<file path="config.mk">
export PLATFORM = sky130hd
export DESIGN_NAME = rewind_fifo
export DESIGN_NICKNAME = d
export VERILOG_FILES = /design/src/rtl/rewind_fifo_pkg.sv /design/src/rtl/rewind_fifo_ctrl.sv /design/src/rtl/rewind_fifo_flags.sv /design/src/rtl/rewind_fifo_ram.sv /design/src/rtl/rewind_fifo.sv
export SDC_FILE = /design/constraint.sdc
export NUM_CORES = 1
export LEC_CHECK = 0
export ABC_AREA = 1
export BUFFER_PORTS_ARGS = -buffer_cell sky130_fd_sc_hd__buf_2
export CORE_AREA = 2 2 97 145
export DETAILED_ROUTE_END_ITERATION = 12
export DIE_AREA = 0 0 99 147
export PLACE_DENSITY = 0.73
export RECOVER_POWER = 50
export SLEW_MARGIN = 30
export SYNTH_ARGS = -nofsm -noshare
export SYNTH_HDL_FRONTEND = slang
export SYNTH_SLANG_ARGS = --single-unit
</file>
<file path="constraint.sdc">
create_clock -name clk_i -period 3.06 [get_ports clk_i]
set_input_delay 0.612 -clock clk_i [delete_from_list [all_inputs] [get_ports clk_i]]
set_output_delay 0.612 -clock clk_i [all_outputs]
set_load 0.02 [all_outputs]
</file>
<file path="src/rtl/rewind_fifo_pkg.sv">
package rewind_fifo_pkg;
  typedef struct packed {
    logic rewind;
    logic push;
    logic pop;
  } fifo_op_t;
endpackage

</file>
<file path="src/rtl/rewind_fifo_ctrl.sv">
module rewind_fifo_ctrl
  import rewind_fifo_pkg::*;
#(
  parameter int AW = 4
) (
  input  logic          clk_i,
  input  logic          rst_ni,
  input  logic          wr_ni,
  input  logic          rd_ni,
  input  logic          rt_ni,
  input  logic          empty_i,
  input  logic          full_i,
  output fifo_op_t      op_o,
  output logic [AW:0]   wptr_o,
  output logic [AW:0]   rptr_o
);
  logic [AW:0] wptr_q, rptr_q;

  // rewind wins over both strobes
  always_comb begin
    op_o.rewind = !rt_ni;
    op_o.push   = rt_ni && !wr_ni && !full_i;
    op_o.pop    = rt_ni && !rd_ni && !empty_i;
  end

  always_ff @(posedge clk_i or negedge rst_ni) begin
    if (!rst_ni) begin
      wptr_q <= '0;
      rptr_q <= '0;
    end else begin
      if (op_o.push) wptr_q <= wptr_q + 1'b1;
      if (op_o.rewind)   rptr_q <= '0;
      else if (op_o.pop) rptr_q <= rptr_q + 1'b1;
    end
  end

  assign wptr_o = wptr_q;
  assign rptr_o = rptr_q;

  assert_no_overflow_R3: assert property (@(posedge clk_i) disable iff (!rst_ni)
    (full_i && !wr_ni) |=> (wptr_q == $past(wptr_q)));

  assert_no_underflow_R4: assert property (@(posedge clk_i) disable iff (!rst_ni)
    (empty_i && !rd_ni && rt_ni) |=> (rptr_q == $past(rptr_q)));

  assert_rewind_zero_R8: assert property (@(posedge clk_i) disable iff (!rst_ni)
    !rt_ni |=> (rptr_q == '0));

  assert_rewind_holds_wptr_R11: assert property (@(posedge clk_i) disable iff (!rst_ni)
    !rt_ni |=> (wptr_q == $past(wptr_q)));
endmodule

</file>
<file path="src/rtl/rewind_fifo_flags.sv">
module rewind_fifo_flags #(
  parameter int AW = 4
) (
  input  logic        clk_i,
  input  logic        rst_ni,
  input  logic [AW:0] wptr_i,
  input  logic [AW:0] rptr_i,
  output logic [AW:0] occ_o,
  output logic        empty_no,
  output logic        full_no,
  output logic        half_no
);
  localparam int          DEPTH     = 1 << AW;
  localparam logic [AW:0] FULL_MARK = (AW+1)'(DEPTH);
  localparam logic [AW:0] HALF_MARK = (AW+1)'(DEPTH / 2 + 1);

  always_comb begin
    occ_o    = wptr_i - rptr_i;
    empty_no = (occ_o != '0);
    full_no  = (occ_o != FULL_MARK);
    half_no  = (occ_o < HALF_MARK);
  end

  assert_full_implies_half_R6: assert property (@(posedge clk_i) disable iff (!rst_ni)
    !full_no |-> !half_no);

  assert_empty_full_excl_R5: assert property (@(posedge clk_i) disable iff (!rst_ni)
    !(!empty_no && !full_no));

  assert_occ_bound_R5: assert property (@(posedge clk_i) disable iff (!rst_ni)
    occ_o <= FULL_MARK);
endmodule

</file>
<file path="src/rtl/rewind_fifo_ram.sv">
module rewind_fifo_ram #(
  parameter int DW = 9,
  parameter int AW = 4
) (
  input  logic          clk_i,
  input  logic          rst_ni,
  input  logic          push_i,
  input  logic          pop_i,
  input  logic [AW-1:0] waddr_i,
  input  logic [AW-1:0] raddr_i,
  input  logic [DW-1:0] wdata_i,
  output logic [DW-1:0] rdata_o,
  output logic          oe_o
);
  localparam int DEPTH = 1 << AW;

  logic [DW-1:0] mem [DEPTH];
  logic [DW-1:0] rdata_q;
  logic          oe_q;

  always_ff @(posedge clk_i) begin
    if (push_i) mem[waddr_i] <= wdata_i;
  end

  always_ff @(posedge clk_i or negedge rst_ni) begin
    if (!rst_ni) begin
      rdata_q <= '0;
      oe_q    <= 1'b0;
    end else begin
      oe_q <= pop_i;
      if (pop_i) rdata_q <= mem[raddr_i];
    end
  end

  // parked at zero stands in for high impedance
  assign rdata_o = oe_q ? rdata_q : '0;
  assign oe_o    = oe_q;

  assert_oe_after_pop_R10: assert property (@(posedge clk_i) disable iff (!rst_ni)
    oe_o |-> $past(pop_i));
endmodule

</file>
<file path="src/rtl/rewind_fifo.sv">
module rewind_fifo
  import rewind_fifo_pkg::*;
#(
  parameter int DW = 9,
  parameter int AW = 4
) (
  input  logic          clk_i,
  input  logic          rst_ni,
  input  logic          wr_ni,
  input  logic          rd_ni,
  input  logic          rt_ni,
  input  logic [DW-1:0] wdata_i,
  output logic [DW-1:0] rdata_o,
  output logic          rdata_oe_o,
  output logic          empty_no,
  output logic          full_no,
  output logic          half_no
);
  fifo_op_t    op;
  logic [AW:0] wptr, rptr, occ;

  rewind_fifo_ctrl #(.AW(AW)) u_ctrl (
    .clk_i   (clk_i),
    .rst_ni  (rst_ni),
    .wr_ni   (wr_ni),
    .rd_ni   (rd_ni),
    .rt_ni   (rt_ni),
    .empty_i (!empty_no),
    .full_i  (!full_no),
    .op_o    (op),
    .wptr_o  (wptr),
    .rptr_o  (rptr)
  );

  rewind_fifo_flags #(.AW(AW)) u_flags (
    .clk_i    (clk_i),
    .rst_ni   (rst_ni),
    .wptr_i   (wptr),
    .rptr_i   (rptr),
    .occ_o    (occ),
    .empty_no (empty_no),
    .full_no  (full_no),
    .half_no  (half_no)
  );

  rewind_fifo_ram #(.DW(DW), .AW(AW)) u_ram (
    .clk_i   (clk_i),
    .rst_ni  (rst_ni),
    .push_i  (op.push),
    .pop_i   (op.pop),
    .waddr_i (wptr[AW-1:0]),
    .raddr_i (rptr[AW-1:0]),
    .wdata_i (wdata_i),
    .rdata_o (rdata_o),
    .oe_o    (rdata_oe_o)
  );

  assert_pair_keeps_occ_R7: assert property (@(posedge clk_i) disable iff (!rst_ni)
    (op.push && op.pop) |=> (occ == $past(occ)));

  assert_empty_pop_blocked_R12: assert property (@(posedge clk_i) disable iff (!rst_ni)
    (!empty_no) |-> !op.pop);
endmodule

</file>
# ---- Word-level counts from Yosys, hierarchy flattened
# Memories as Yosys holds them, arrays and structs flattened. A register that Yosys moved wholly into a read port is not among the register bits.
# Index checks and enable logic that the tools add are counted.
dict set report op_classes {
  eq_ne 2
  n_addsub 3
  magnitude_cmp 1
  muxes 5
  n_reduce_logical 8
}
# cell n
set op_table {}
lappend op_table {{5-bit by 1-bit adder with 5-bit output (second input constant)} 2}
lappend op_table {{5-bit 2-to-1 mux} 2}
lappend op_table {{9-bit 2-to-1 mux} 1}
lappend op_table {{5-bit by 4-bit less-than comparator with 1-bit output (second input constant)} 1}
lappend op_table {{5-bit inequality test (second input constant)} 1}
lappend op_table {{5-bit nonzero test} 1}
lappend op_table {{5-bit subtractor} 1}
lappend op_table {{1-bit logical AND} 4}
lappend op_table {{1-bit zero test} 3}
lappend op_table {{1-bit 2-to-1 mux} 2}
lappend op_table {{2-bit by 1-bit inequality test with 1-bit output (second input constant)} 1}
dict set report totals {
  inputBits 14
  register_bits 11
  ram_bits 144
  memories 1
}
# name words word_bits read_ports rd_clocked_by_memory_dff write_ports line
set mem_list {}
lappend mem_list {u_ram.mem 16 9 1 1 1 rewind_fifo_ram.sv:17} ;# logic [DW-1:0] mem [DEPTH];

# ---- Longest topological paths before layout
dict set report logic_depth {
  ltp_word 5
  depth_mapped 13
  mapped_depth_nobuf 13
}

# ---- Hierarchy
# Synthesis repeated with hierarchy kept, for this count alone.
dict set report unflattened {
  cells_unflattened 676
  area_unflattened_um2 7145.6
}
# mod area_each_um2 n_inst seq_area_each_um2 cells_each
set by_module_without_submodules {}
lappend by_module_without_submodules {rewind_fifo_ram 6346.1 1 4574.4 558}
lappend by_module_without_submodules {rewind_fifo_ctrl 544.3 1 250.2 71}
lappend by_module_without_submodules {rewind_fifo_flags 247.7 1 0.0 45}
lappend by_module_without_submodules {rewind_fifo 7.5 1 0.0 2}

# ---- Worst setup path before layout
# No wires, ideal clock.
dict set report synth_timing {
  kind {flip-flop to flip-flop}
  startpoint {register u_ctrl.rptr_q[2] (netlist: u_ctrl.rptr_o[2])}
  endpoint {memory u_ram.mem[12][0] (enable)}
  synth_period_minus_slack_ps 2909
  stages_incl_launch_ff 12
  t_required_ps 2673
  setup_slack_ps 151
  t_arrival_ps 2523
  path_buffers 2
  cell_sequence {dfrtp_1 > clkinv_1 > buf_2 > ha_1 > a21oi_2 > nand2_1 > nand2_1 > nand2_2 > nand3_4 > nand2_4 > buf_6 > nor3_1}
}
dict set report synth_between {
  elab_chain_cells 5
}
# element line
set synth_lines {}
lappend synth_lines {{start: declaration} rewind_fifo_ctrl.sv:17} ;# logic [AW:0] wptr_q, rptr_q;
lappend synth_lines {{start signal: assignment} rewind_fifo_ctrl.sv:33} ;# else if (op_o.pop) rptr_q <= rptr_q + 1'b1;
lappend synth_lines {{5-bit subtractor} rewind_fifo_flags.sv:18} ;# occ_o = wptr_i - rptr_i;
lappend synth_lines {{5-bit inequality test} rewind_fifo_flags.sv:20} ;# full_no = (occ_o != FULL_MARK);
lappend synth_lines {{named net full_no} rewind_fifo.sv:16} ;# output logic full_no,
lappend synth_lines {{1-bit logical AND} rewind_fifo_ctrl.sv:22} ;# op_o.push = rt_ni && !wr_ni && !full_i;
lappend synth_lines {{1-bit 2-to-1 mux} rewind_fifo_ram.sv:22} ;# if (push_i) mem[waddr_i] <= wdata_i;
lappend synth_lines {{1-bit 2-to-1 mux (not written as such)} rewind_fifo_ram.sv:22}
lappend synth_lines {{end: declaration} rewind_fifo_ram.sv:17}
# The timed path passes the listed nets, and every way through them passes these cells.

# ---- Worst setup path in the final report
dict set report layout_timing {
  startpoint {register u_ctrl.wptr_q[0] (netlist: u_ctrl.wptr_o[0])}
  endpoint {output half_no}
}
dict set report layout_between {
  elab_chain_cells 2
}
# element line
set layout_lines {}
lappend layout_lines {{start: declaration} rewind_fifo_ctrl.sv:17}
lappend layout_lines {{start signal: assignment} rewind_fifo_ctrl.sv:31} ;# if (op_o.push) wptr_q <= wptr_q + 1'b1;
lappend layout_lines {{5-bit subtractor} rewind_fifo_flags.sv:18}
lappend layout_lines {{5-bit by 4-bit less-than comparator with 1-bit output} rewind_fifo_flags.sv:21} ;# half_no = (occ_o < HALF_MARK);
lappend layout_lines {{end: declaration} rewind_fifo.sv:17} ;# output logic half_no
# Every way passes these cells.

==> metrics.yaml <==
yosysMostFrequentCell: "nand2_1"
start_util_pct: 53.8
setup_violations: 0
area_growth_pct: 13.4
worstPathMaxFanout: 5
postSynthCellCount: 660
finalSetupTns_ns: 0
synthTopCellsByArea: "edfxtp_1, nand2_1, dfrtp_1"
ff_latch_area_sq_um: 4830
clk_path_buf_depth: 2
gp_congestion: 0.920
dp.final_hpwl_mm: 11.0
antenna_found_initial: 0
fmax_ghz: 0.343
ff2ff_path_depth: 11
htree_levels: 4
ys_types: 30
fin_crit_sh_pct: 95.2
die_area_sq_um: 14600
ys_async_sr_fraction_pct: 12.2
hp-class: "input port to async pin"
vdd_ir_drop_max_uv: 491
seqPwrFrac_pct: 37.5
fin_crit_ns: 2.91
drc: 0
cts-hold-fix-buffers: 0
power_density_nw_per_um2: 912
totalWireLength_mm: 17.0
final_net_count: 719
synth_seq_area_share_pct: 67.2
ys_ff_latch: 164
grt_pass1_wl_mm: 26.4
first_iter_violations: 580
cts_tree: "done"
slew_violations: 0
start_kind: "flip-flop"
p_leak_nw: 3.21
path_class: "flip-flop to output pin"
cts_made_buffers: 17
power_frac_comb_pct: 31.3
final.fill_count: 1035
die_h_um: 147
die_x_um: 99
syn_area_per_cell_sq_um: 10.9
synth_flop_cell: "edfxtp_1"
path_clk_slew_ns: 0.06
r2r_end: "u_ram.mem[0][7]"
diodes: 0
cts_root_buf: "clkbuf_16"
via_per_inst: 5.70
slew_headroom_pct: 28.7
place_ws_ns: 0.349
grt_max_degree: 87
io-pin-count: 27
p_int_mw: 4.81
status: "finished clean"
firstDrtPassIters: 5
yosysWarnings: 0
fp.coreArea_sq_um: 13300
ff2ff_setup_slack_ns: 0.50
clock_latency_ns: 0.42
worstPathRequired_ns: 2.45
rsz0062_at_grt: "false"
clock-sinks: 164
port-buffer-count: 26
wl_per_cell_um: 19.5
syn-num-nets: 684
synth_edf_count: 144
first_global_vias: 4893
syn-cell-area_sq_um: 7170
synth_commonest_cells: "nand2_1, edfxtp_1, nor2_1"
synth_top_area_cell: "edfxtp_1"
row_count: 52
worst_slew_pin_slew_ns: 1.07
crit_arrival_ns: 2.30
cap_violations: 0
swShare_pct: 35.1
hold_violations: 0
end_kind: "output pin"
p_clk_share_pct: 31.3
finalClockSkew_ns: 0.00623
grt_use_total_pct: 24.3
drive_above_1_share_pct: 11.6
layout_setup_ws_ns: 0.147
final_util_pct: 61.0
switching_power_mw: 2.61
grt-ovfl-total: 0
multi_input_area_sq_um: 2010
via_count: 4961
synth.top_cell.area_share_pct: 60.3
drtAntennaViolNets: 0
r2r-start: "u_ctrl.wptr_o[0]"
## flip-flops by register name, summed over array words and instances, names as in the netlist
signal,cells
u_ram.oe_o,1
u_ctrl.wptr_o,5
u_ram.mem,144
u_ctrl.rptr_o,5
u_ram.rdata_q,9
## cells by family after synthesis
| kind of cell | share of synthesized area (%) |
|---|---|
| compound gates | 4.45 |
| buf+inv | 4.97 |
| simple gates | 20.6 |
| flops | 67.2 |
| xor+xnor | 0.855 |
| fa+ha+maj | 1.85 |
## how the worst max path moves through the flow
stage                      from                to  cells past startpoint
6_report       u_ctrl.wptr_o[0]           half_no                     10
5_1_grt        u_ctrl.wptr_o[0]           half_no                     10
4_1_cts        u_ctrl.wptr_o[0]           half_no                      9
3_5_place_dp   u_ctrl.rptr_o[3]   u_ram.mem[0][8]                     10
3_3_place_gp   u_ctrl.rptr_o[3]   u_ram.mem[1][8]                     10
2_1_floorplan  u_ctrl.rptr_o[2]  u_ram.mem[12][0]                     11
## what timing repair did
| action | CTS | global route |
|---|---|---|
| buffers inserted | 0 | 1 |
| gates resized for setup | 0 | 5 |
| setup endpoints to repair | 0 | 3 |
## placed cells by master (no fill, tap or decap)
cell,n
clkinv_4,2
nand2_4,2
clkbuf_16,17
nand3_1,74
clkbuf_1,19
clkinv_1,1
bufinv_16,5
a21oi_2,2
ha_1,9
nor2_1,90
nand4_1,2
clkinvlp_4,2
inv_1,38
dfrtp_1,17
clkbuf_8,1
o21ai_0,35
nor3_1,15
inv_2,4
nand2_1,155
o211ai_1,10
o21ai_1,11
nand3_4,2
dfrtp_2,3
buf_2,10
nand3_2,1
inv_6,2
edfxtp_1,144
xnor2_1,1
fa_2,1
nor2_4,2
xor2_2,1
nand2_2,2
buf_4,23
xor2_1,5
## power groups by stage
stage / clock, mW / sequential (mW) / combinational, mW
floorplan: 0 / 2.76 / 1.71
global placement: 0 / 2.81 / 2.17
detailed placement: 0 / 2.82 / 2.23
CTS: 2.34 / 2.78 / 2.26
global route: 2.43 / 2.80 / 2.55
finish: 2.32 / 2.78 / 2.32
## layout make-up
| cell class | count | area share (%) |
|---|---|---|
| Timing Repair Buffer | 49 | 3.48 |
| Tap cell | 162 | 2.49 |
| Multi-Input combinational cell | 420 | 24.7 |
| Clock buffer | 21 | 5.54 |
| Sequential cell | 164 | 59.4 |
| Inverter | 43 | 1.98 |
| Clock inverter | 11 | 2.46 |
## worst max-delay path, stage by stage, from the launching register on
cell     delay, ns
dfrtp_1       0.42
inv_1         0.14
ha_1          0.16
inv_1         0.06
fa_2          0.53
inv_1         0.04
nand2_1       0.09
nor2_4        0.06
o21ai_0       0.18
inv_1         0.06
buf_2         0.15
## stage by stage
| stage | hold WS (ns) | cell area, sq um | instances | total power [mW] |
|---|---|---|---|---|
| after floorplan | 0.316 | 7170 | 660 | 4.47 |
| after global placement | 0.464 | 7480 | 837 | 4.98 |
| after detailed placement | 0.465 | 7480 | 837 | 5.05 |
| after CTS | 0.135 | 8130 | 869 | 7.38 |
| after global routing | 0.466 | 8130 | 870 | 7.79 |
| final | 0.357 | 8130 | 870 | 7.42 |
## layer usage
layer	vias up	global-route usage, %	share of wire [%]	wire [um]
li1	2316	-	-	-
met3	57	6.28	6.7	1140
met5	-	0	0	0
met2	222	39.8	49	8370
met1	2366	29.8	39	6630
met4	0	12.2	4.9	825
Power figures use the tool's default switching activity.
